$ cat config.mk
export PLATFORM = sky130hd
export DESIGN_NAME = serial_digit_loader
export DESIGN_NICKNAME = d
export VERILOG_FILES = /design/src/rtl/sdl_pkg.sv /design/src/rtl/sdl_ctrl.sv /design/src/rtl/sdl_datapath.sv /design/src/rtl/serial_digit_loader.sv
export SDC_FILE = /design/constraint.sdc
export NUM_CORES = 1
export LEC_CHECK = 0
export ABC_AREA = 1
export BUFFER_PORTS_ARGS = -buffer_cell sky130_fd_sc_hd__buf_4
export CORE_UTILIZATION = 53
export DETAILED_ROUTE_END_ITERATION = 12
export GPL_TIMING_DRIVEN = 0
export PLACE_DENSITY = 0.83
export SLEW_MARGIN = 20
export SYNTH_ARGS = -nofsm -noshare
export SYNTH_HDL_FRONTEND = slang
export SYNTH_HIERARCHICAL = 1
export SYNTH_SLANG_ARGS = --single-unit
export TNS_END_PERCENT = 30
$ cat constraint.sdc
create_clock -name clk -period 1.4 [get_ports clk]
set_input_delay 0.07 -clock clk [delete_from_list [all_inputs] [get_ports clk]]
set_output_delay 0.07 -clock clk [all_outputs]
set_load 0.005 [all_outputs]
$ cat src/rtl/sdl_pkg.sv
package sdl_pkg;
  typedef struct packed {
    logic shiftEn;
    logic loadEn;
    logic scanStep;
  } sdlStrobes_t;
endpackage

$ cat src/rtl/sdl_ctrl.sv
module sdl_ctrl
  import sdl_pkg::*;
(
  input  logic        clk,
  input  logic        rst,
  input  logic        shiftClk,
  input  logic        enN,
  input  logic        scanClk,
  output sdlStrobes_t strobes
);
  logic shiftPrev, enPrev, scanPrev;

  always_ff @(posedge clk) begin
    if (rst) begin
      shiftPrev <= 1'b0;
      enPrev    <= 1'b1;
      scanPrev  <= 1'b0;
    end else begin
      shiftPrev <= shiftClk;
      enPrev    <= enN;
      scanPrev  <= scanClk;
    end
  end

  always_comb begin
    strobes.shiftEn  = shiftPrev & ~shiftClk & ~enN;
    strobes.loadEn   = ~enPrev & enN;
    strobes.scanStep = ~scanPrev & scanClk;
  end


  shift_edge_chk: assert property (@(posedge clk) disable iff (rst)
    strobes.shiftEn |-> $past(shiftClk) && !shiftClk && !enN);


  load_edge_chk: assert property (@(posedge clk) disable iff (rst)
    strobes.loadEn |-> enN && !$past(enN));


  scan_edge_chk: assert property (@(posedge clk) disable iff (rst)
    strobes.scanStep |-> scanClk && !$past(scanClk));
endmodule

$ cat src/rtl/sdl_datapath.sv
module sdl_datapath
  import sdl_pkg::*;
#(
  parameter int DIGITS = 4,
  parameter int CODE_W = 4
) (
  input  logic                       clk,
  input  logic                       rst,
  input  logic                       serIn,
  input  sdlStrobes_t                strobes,
  output logic [DIGITS*CODE_W-1:0]   digitCodes,
  output logic [DIGITS-1:0]          dpFlags,
  output logic [DIGITS-1:0]          digitSel,
  output logic [CODE_W-1:0]          scanCode,
  output logic                       dpOut
);
  localparam int DIGIT_BITS = DIGITS * CODE_W;
  localparam int FRAME_W    = DIGIT_BITS + DIGITS;
  localparam int CNT_W      = (DIGITS > 1) ? $clog2(DIGITS) : 1;
  localparam logic [CNT_W-1:0] LAST_IDX = CNT_W'(DIGITS - 1);

  logic [FRAME_W-1:0] shiftReg, holdReg;
  logic [CNT_W-1:0]   scanIdx;
  logic               cascadeOn;

  always_ff @(posedge clk) begin
    if (rst) begin
      shiftReg <= '0;
      holdReg  <= '0;
      scanIdx  <= '0;
    end else begin
      if (strobes.shiftEn) shiftReg <= {shiftReg[FRAME_W-2:0], serIn};
      if (strobes.loadEn)  holdReg  <= shiftReg;
      if (strobes.scanStep) scanIdx <= (scanIdx == LAST_IDX) ? '0 : scanIdx + 1'b1;
    end
  end

  // Digit 0 is shifted in first after the point word, so it sits highest.
  for (genvar i = 0; i < DIGITS; i++) begin : g_digit
    assign digitCodes[i*CODE_W +: CODE_W] = holdReg[(DIGITS-1-i)*CODE_W +: CODE_W];
    assign digitSel[i] = (scanIdx == CNT_W'(i));
  end

  assign dpFlags   = holdReg[FRAME_W-1 -: DIGITS];
  assign cascadeOn = &dpFlags;

  always_comb begin
    scanCode = '0;
    for (int i = 0; i < DIGITS; i++)
      if (scanIdx == CNT_W'(i)) scanCode = digitCodes[i*CODE_W +: CODE_W];
  end

  assign dpOut = cascadeOn ? shiftReg[FRAME_W-1] : |(dpFlags & digitSel);


  shift_capture_chk: assert property (@(posedge clk) disable iff (rst)
    strobes.shiftEn |=> shiftReg[0] == $past(serIn)
                        && shiftReg[FRAME_W-1:1] == $past(shiftReg[FRAME_W-2:0]));


  hold_stable_chk: assert property (@(posedge clk) disable iff (rst)
    !strobes.loadEn |=> $stable(holdReg));


  sel_onehot_chk: assert property (@(posedge clk) disable iff (rst)
    $countones(digitSel) == 1);


  scan_rotate_chk: assert property (@(posedge clk) disable iff (rst)
    strobes.scanStep |=> digitSel == {$past(digitSel[DIGITS-2:0]), $past(digitSel[DIGITS-1])});


  scan_hold_chk: assert property (@(posedge clk) disable iff (rst)
    !strobes.scanStep |=> $stable(digitSel));


  cascade_out_chk: assert property (@(posedge clk) disable iff (rst)
    (&dpFlags) |-> dpOut == shiftReg[FRAME_W-1]);


  dp_select_chk: assert property (@(posedge clk) disable iff (rst)
    !(&dpFlags) |-> dpOut == |(dpFlags & digitSel));
endmodule

$ cat src/rtl/serial_digit_loader.sv
module serial_digit_loader
  import sdl_pkg::*;
#(
  parameter int DIGITS = 4,
  parameter int CODE_W = 4
) (
  input  logic                     clk,
  input  logic                     rst,
  input  logic                     serIn,
  input  logic                     shiftClk,
  input  logic                     enN,
  input  logic                     scanClk,
  output logic [DIGITS*CODE_W-1:0] digitCodes,
  output logic [DIGITS-1:0]        dpFlags,
  output logic [DIGITS-1:0]        digitSel,
  output logic [CODE_W-1:0]        scanCode,
  output logic                     dpOut
);
  sdlStrobes_t strobes;

  sdl_ctrl u_ctrl (
    .clk      (clk),
    .rst      (rst),
    .shiftClk (shiftClk),
    .enN      (enN),
    .scanClk  (scanClk),
    .strobes  (strobes)
  );

  sdl_datapath #(.DIGITS(DIGITS), .CODE_W(CODE_W)) u_dp (
    .clk        (clk),
    .rst        (rst),
    .serIn      (serIn),
    .strobes    (strobes),
    .digitCodes (digitCodes),
    .dpFlags    (dpFlags),
    .digitSel   (digitSel),
    .scanCode   (scanCode),
    .dpOut      (dpOut)
  );
endmodule

==> results of run 1 <==
[cell type report]
cell class | instances | area share [%]
multi-input combinational | 172 | 35.0
clock inverter | 1 | 1.28
timing repair buffer | 42 | 14.1
tap | 44 | 2.34
buffer | 13 | 3.72
clock buffer | 7 | 2.34
inverter | 15 | 2.55
sequential | 45 | 38.6
[worst max-delay path: cells and delay by family (launching register included)]
family	cells	cell delay, ps
adder cells (fa/ha/maj)	1	170
AO/OA/AOI/OAI	1	110
buffers and inverters	3	290
AND/OR/NAND/NOR	3	240
flip-flops	1	410
[sequential cells by signal (all words and copies together), names as in the netlist]
signal            count
u_dp/holdReg         20
u_ctrl/shiftPrev      1
u_dp/shiftReg        20
u_ctrl/scanPrev       1
u_ctrl/enPrev         1
u_dp/scanIdx          2
[Yosys cell counts, drive strengths merged]
| master | number |
|---|---|
| inv | 14 |
| clkbuf | 6 |
| clkinv | 1 |
| nand4 | 2 |
| ha | 4 |
| or2 | 1 |
| nand3 | 4 |
| o21ai | 43 |
| a21oi | 13 |
| buf | 7 |
| dfxtp | 45 |
| nand2 | 25 |
| nor2 | 80 |
[path summary, 6_finish.rpt]
check                                      start                             end  slack (ps)  cells past startpoint
hold reg to reg   u_dp/shiftReg[15]$_SDFFE_PP0P_  u_dp/shiftReg[16]$_SDFFE_PP0P_         510                      2
hold / removal                          shiftClk   u_dp/shiftReg[5]$_SDFFE_PP0P_         290                      5
setup / recovery    u_dp/scanIdx[0]$_SDFFE_PP0P_                     scanCode[1]        -230                      8
setup reg to reg        u_ctrl/enPrev$_SDFF_PP1_   u_dp/holdReg[19]$_SDFFE_PP0P_         200                      5
[cell families after synthesis]
| kind of cell | count (synthesis) | synth area share [%] |
|---|---|---|
| AND/OR/NAND/NOR | 112 | 24.1 |
| adder cells (fa/ha/maj) | 4 | 2.79 |
| flip-flops | 45 | 50.2 |
| buffers and inverters | 28 | 7.25 |
| AO/OA/AOI/OAI | 56 | 15.6 |
[layer usage]
metal	GRT usage [%]	vias up	share of wire (%)
met4	14.0	0	2.9
met3	4.55	17	7.3
met5	0	-	0
met2	47.3	74	49
met1	34.9	803	41
li1	-	877	-
[cells in the final DEF, fill, tap and decap left out, types with 3 or more instances in the layout]
cell,instances
nor2_1,79
dfxtp_1,43
o21ai_0,41
buf_4,35
nand2_1,24
inv_1,10
a21oi_2,7
buf_6,6
a21oi_1,6
clkbuf_4,5
clkbuf_1,5
dlygate4sd3_1,5
nand3_1,4
buf_2,3
inv_2,3
[power breakdown]
part / internal [mW] / leakage (nW) / switching, mW
sequential: 1.34 / 0.369 / 0.0512
combinational: 0.181 / 0.757 / 0.194
clock: 0.427 / 0.0455 / 0.392
total: 1.95 / 1.17 / 0.636
[timing repair]
item,CTS,global route
endpoints found under the setup margin,5,42
cloned,1,0
buffers inserted,1,1
hold endpoints to repair,4,0
resized for setup,20,14
hold buffers,5,0
pin swaps,7,7
==> metrics.cfg, run 1 <==
[run_status]
status = complete, but fails checks
violations = negative setup slack

[power]
p_leak_nw = 1.17
powerDensity_nw_per_um2 = 1100
finalPower_mw = 2.58
ir_worst_vdd_mv = 0.702

[worst_setup_path]
setup.worst_path.start_class = flip-flop
cp_max_fo = 5
crit_required_ps = 1330
worstSetupPathType = reg2out
crit_top_cell = nand2_1
end_kind = output pin
crit_chain = inv_4 -> ha_4 -> buf_6 -> a21oi_2 -> nand2_1 -> nand2_1 -> nand2_1 -> buf_6
arrival_ps = 1560
critical_path.max_stage_delay_ps = 410
slowest_stage = dfxtp_4

[place]
dp.cells = 323
place_area_um2 = 2100
dp_slack_ps = -6.88
port_buffers = 34
dp_hpwl_um = 2950
place_congestion = 0.826

[timing]
setup_viol = 6
hold_viol = 0
worst_slack_ps = -235
setup-tns-final_ps = -1050
slew_headroom_pct = 73.3
skew_ps = 6.88
worst_pin_slew_ps = 400
fin_hold_ws_ps = 293
fmax_mhz = 612
fin_crit_sh_pct = 117
finalMaxSlewViolations = 0
period_needed_ps = 1630
rsz0062_at_grt = yes

[cts]
ctsRootBufferMaster = clkbuf_4
clkSlewWorstSetupHoldPaths_ps = 120
numCtsBuffers = 5
cts.path.max_buffers = 2
cts_sinks = 45
insertion_delay_ps = 350
cts.htree.levels = 2
cts_tree = yes

[synth]
syn-cell-area_um2 = 1790
yosysWarnings = 6
synth_seq_area_share_pct = 50.2
synth.avg_cell_area_um2 = 7.32
syn_nets = 255
yosys-top-cells-area = dfxtp_1, nor2_1, o21ai_0
yosysTopAreaCellShare_pct = 50.2
yosys.cell_types.count = 17
yosysTopAreaCell = dfxtp_1
ys_seq_elements = 45
synthCells = 245

[finish]
multi_input_area_um2 = 825
drive_gt1_share_pct = 24.7
diodes = 0
area_delta_synth_final_pct = 31.2
seq_area_um2 = 908
final_cells = 339
fillers = 246
utilization_pct = 75.2
nets = 304
stdcell_area_um2 = 2350

[global_route]
grt_pass1_wl_um = 7270
gr-total-overflow = 0
grt_pass1_vias = 1559
grt_max_degree = 14
grt.total_usage_pct = 28.3
antenna_found_initial = 0

[hold_path]
hold_class = in2reg

[run]
maxCapViolations = 0

[drt]
num_vias = 1771
first_iter_violations = 107
drcViolationCount = 0
totalWireLength_um = 4720
firstDrtPassIters = 4
vias_per_cell = 5.22
wire_per_inst_um = 13.9
ant_nets = 0

[die]
dieArea_um2 = 3620
fp.coreArea_um2 = 3130
start_util_pct = 57.4
die_w_um = 60.2
die_h_um = 60.2
num_rows = 20
io_pins = 35

No activity file was read; power rests on OpenSTA's default activity.
==> inputs of run 2 (changes only) <==
Settings changed: PLACE_DENSITY 0.83 to 0.77, REMOVE_ABC_BUFFERS set to 1.
==> run 2 against run 1 <==
Effect of this change:
- register-to-register slack worse by 90 ps
- maximum frequency is 4.6% higher
- clock skew hardly changed
- the run still ends with negative setup slack left
- cell count is 1.8% lower
- core utilization is 2.2 points lower
- highest routed layer unchanged
- non-clock buffer count is 7 lower
- sequential share of layout area is 1.2 points higher
==> metrics.cfg, run 2 (synthesized netlist as in run 1, its figures left out) <==
[cts]
cts_tree = yes  ; unchanged
ctsRootBufferMaster = clkbuf_4  ; unchanged
cts_sinks = 45  ; unchanged
numCtsBuffers = 5  ; unchanged
clkSlewWorstSetupHoldPaths_ps = 120  ; about the same
insertion_delay_ps = 360  ; was 350 ps
cts.htree.levels = 2  ; unchanged
cts.path.max_buffers = 2  ; unchanged

[finish]
mostFrequentLayoutCell = nor2_1  ; unchanged
utilization_pct = 73.0  ; was 75.2%
diodes = 0  ; unchanged
mostFrequentLayoutCells = nor2_1, buf_4, dfxtp_1  ; was nor2_1, dfxtp_1, o21ai_0
reg.largest.list = u_dp/holdReg: 20 flops, u_dp/shiftReg: 20 flops, u_dp/scanIdx: 2 flops  ; unchanged
seq_area_um2 = 908  ; unchanged
drive_gt1_share_pct = 23.2  ; was 24.7%
fillers = 264  ; was 246
nets = 299  ; was 304
multi_input_area_um2 = 823  ; was 825 um2
area_delta_synth_final_pct = 27.3  ; was 31.2%

[drt]
wire_per_inst_um = 12.9  ; was 13.9 um
first_iter_violations = 67  ; was 107
ant_nets = 0  ; unchanged
num_vias = 1680  ; was 1771
totalWireLength_um = 4280  ; was 4720 um
vias_per_cell = 5.05  ; was 5.22
firstDrtPassIters = 4  ; unchanged
drcViolationCount = 0  ; unchanged

[power]
p_leak_nw = 1.13  ; was 1.17 nW
powerDensity_nw_per_um2 = 1030  ; was 1100 nW/um2
ir_worst_vdd_mv = 0.856  ; was 0.702 mV

[worst_setup_path]
worstSetupPathType = reg2out  ; unchanged
arrival_ps = 1490  ; was 1560 ps
worstReg2RegStart = u_ctrl/shiftPrev$_SDFF_PP0_  ; was u_ctrl/enPrev$_SDFF_PP1_
crit_top_cell = nand2_1  ; unchanged
rrSetupSlack_ps = 110  ; was 200 ps
slowest_stage = dfxtp_4  ; unchanged
setup.worst_path.start_class = flip-flop  ; unchanged
cp_max_fo = 7  ; was 5
cp_top_family = flip-flops  ; unchanged
critPathLaunch = u_dp/scanIdx[1]$_SDFFE_PP0P_  ; was u_dp/scanIdx[0]$_SDFFE_PP0P_
crit_buf_inv = 3  ; unchanged
critical_path.max_stage_delay_ps = 380  ; was 410 ps
crit_chain = inv_2 -> ha_4 -> inv_1 -> nand3_1 -> nand2_1 -> nand2_1 -> nand2_1 -> buf_4  ; was inv_4 -> ha_4 -> buf_6 -> a21oi_2 -> nand2_1 -> nand2_1 -> nand2_1 -> buf_6
end_kind = output pin  ; unchanged
crit_required_ps = 1330  ; about the same

[global_route]
grt_max_degree = 43  ; was 14
grt_pass1_wl_um = 6460  ; was 7270 um
grt_pass1_vias = 1371  ; was 1559
antenna_found_initial = 0  ; unchanged
gr-total-overflow = 0  ; unchanged
grt.total_usage_pct = 24.9  ; was 28.3%

[die]
fp.coreArea_um2 = 3130  ; unchanged
num_rows = 20  ; unchanged
die_w_um = 60.2  ; unchanged
die_h_um = 60.2  ; unchanged
dieArea_um2 = 3620  ; unchanged
io_pins = 35  ; unchanged
start_util_pct = 57.4  ; unchanged

[run_status]
status = complete, but fails checks  ; unchanged
violations = negative setup slack  ; unchanged

[timing]
period_needed_ps = 1560  ; was 1630 ps
slew_headroom_pct = 70.1  ; was 73.3%
fmax_mhz = 640  ; was 612 MHz
fin_crit_sh_pct = 112  ; was 117%
rsz0062_at_grt = yes  ; unchanged
finalMaxSlewViolations = 0  ; unchanged
worst_pin_slew_ps = 448  ; was 400 ps
skew_ps = 6.53  ; was 6.88 ps
setup_viol = 5  ; was 6
worst_slack_ps = -162  ; was -235 ps
fin_hold_ws_ps = 175  ; was 293 ps
hold_viol = 0  ; unchanged

[place]
port_buffers = 34  ; unchanged
place_congestion = 0.770  ; was 0.826
dp_hpwl_um = 2380  ; was 2950 um

[run]
maxCapViolations = 0  ; unchanged

[hold_path]
holdCritStartpoint = shiftClk  ; unchanged
hold_class = in2reg  ; unchanged

[run 2: cell types whose count changed in the layout (fill, tap and decap cells not counted), sizes merged]
| cell | delta |
|---|---|
| clkbuf | -6 |
| clkinvlp | +2 |
| buf | -1 |
| bufinv | -1 |
| inv | -1 |
| nor2 | +1 |
[run 2: report_power, final]
group / internal [mW] / leakage (nW) / switching [mW]
registers: 1.34 / 0.369 / 0.0485
logic: 0.161 / 0.734 / 0.175
clock network: 0.237 / 0.0314 / 0.383
[run 2: final timing paths]
path | cells after the start | endpoint
worst max-delay path | 8 | scanCode[2]
worst min-delay path | 4 | u_dp/shiftReg[18]$_SDFFE_PP0P_
worst max register to register | 7 | u_dp/shiftReg[18]$_SDFFE_PP0P_
worst min register to register | 2 | u_dp/holdReg[6]$_SDFFE_PP0P_
[run 2: stage by stage]
step | setup slack [ps] | power (mW) | setup TNS, ps | cell area [um2] | instances
detailed placement | -959 | 1.69 | -27650 | 2030 | 310
finish | -162 | 2.34 | -722 | 2280 | 333
global route | -252 | 2.46 | -1150 | 2280 | 333
global placement | -968 | 1.69 | -28070 | 2030 | 310
floorplan | -158 | 1.55 | -3160 | 1720 | 232
CTS | -229 | 2.33 | -1100 | 2220 | 329
[run 2: worst min-delay path: stages]
cell and delay (ps):
buf_4 120, nor2_2 100, o21ai_0 160, nor2_1 50
[run 2: area by class of cell]
class	count	area share, %
Sequential cell	45	39.8
Multi-Input combinational cell	173	36.1
Timing Repair Buffer	48	16.3
Inverter	15	2.68
Clock buffer	7	2.41
Tap cell	44	2.41
Timing Repair inverter	1	0.329
[run 2: metal layers]
layer | global-route usage [%] | vias to the layer above | routed length (um)
met4 | 9.30 | 0 | 82
li1 | - | 865 | -
met5 | 0 | - | 0
met2 | 38.5 | 49 | 1950
met1 | 33.0 | 760 | 2040
met3 | 6.71 | 6 | 218
[run 2: what timing repair did]
action                                  in CTS  in global routing
pin swaps                                    1                  3
gates cloned                                 2                  0
hold buffers                                 5                  0
resized for setup                           10                 12
endpoints found under the setup margin      47                 24
hold endpoints to repair                     4                  0
buffers inserted                             5                  4
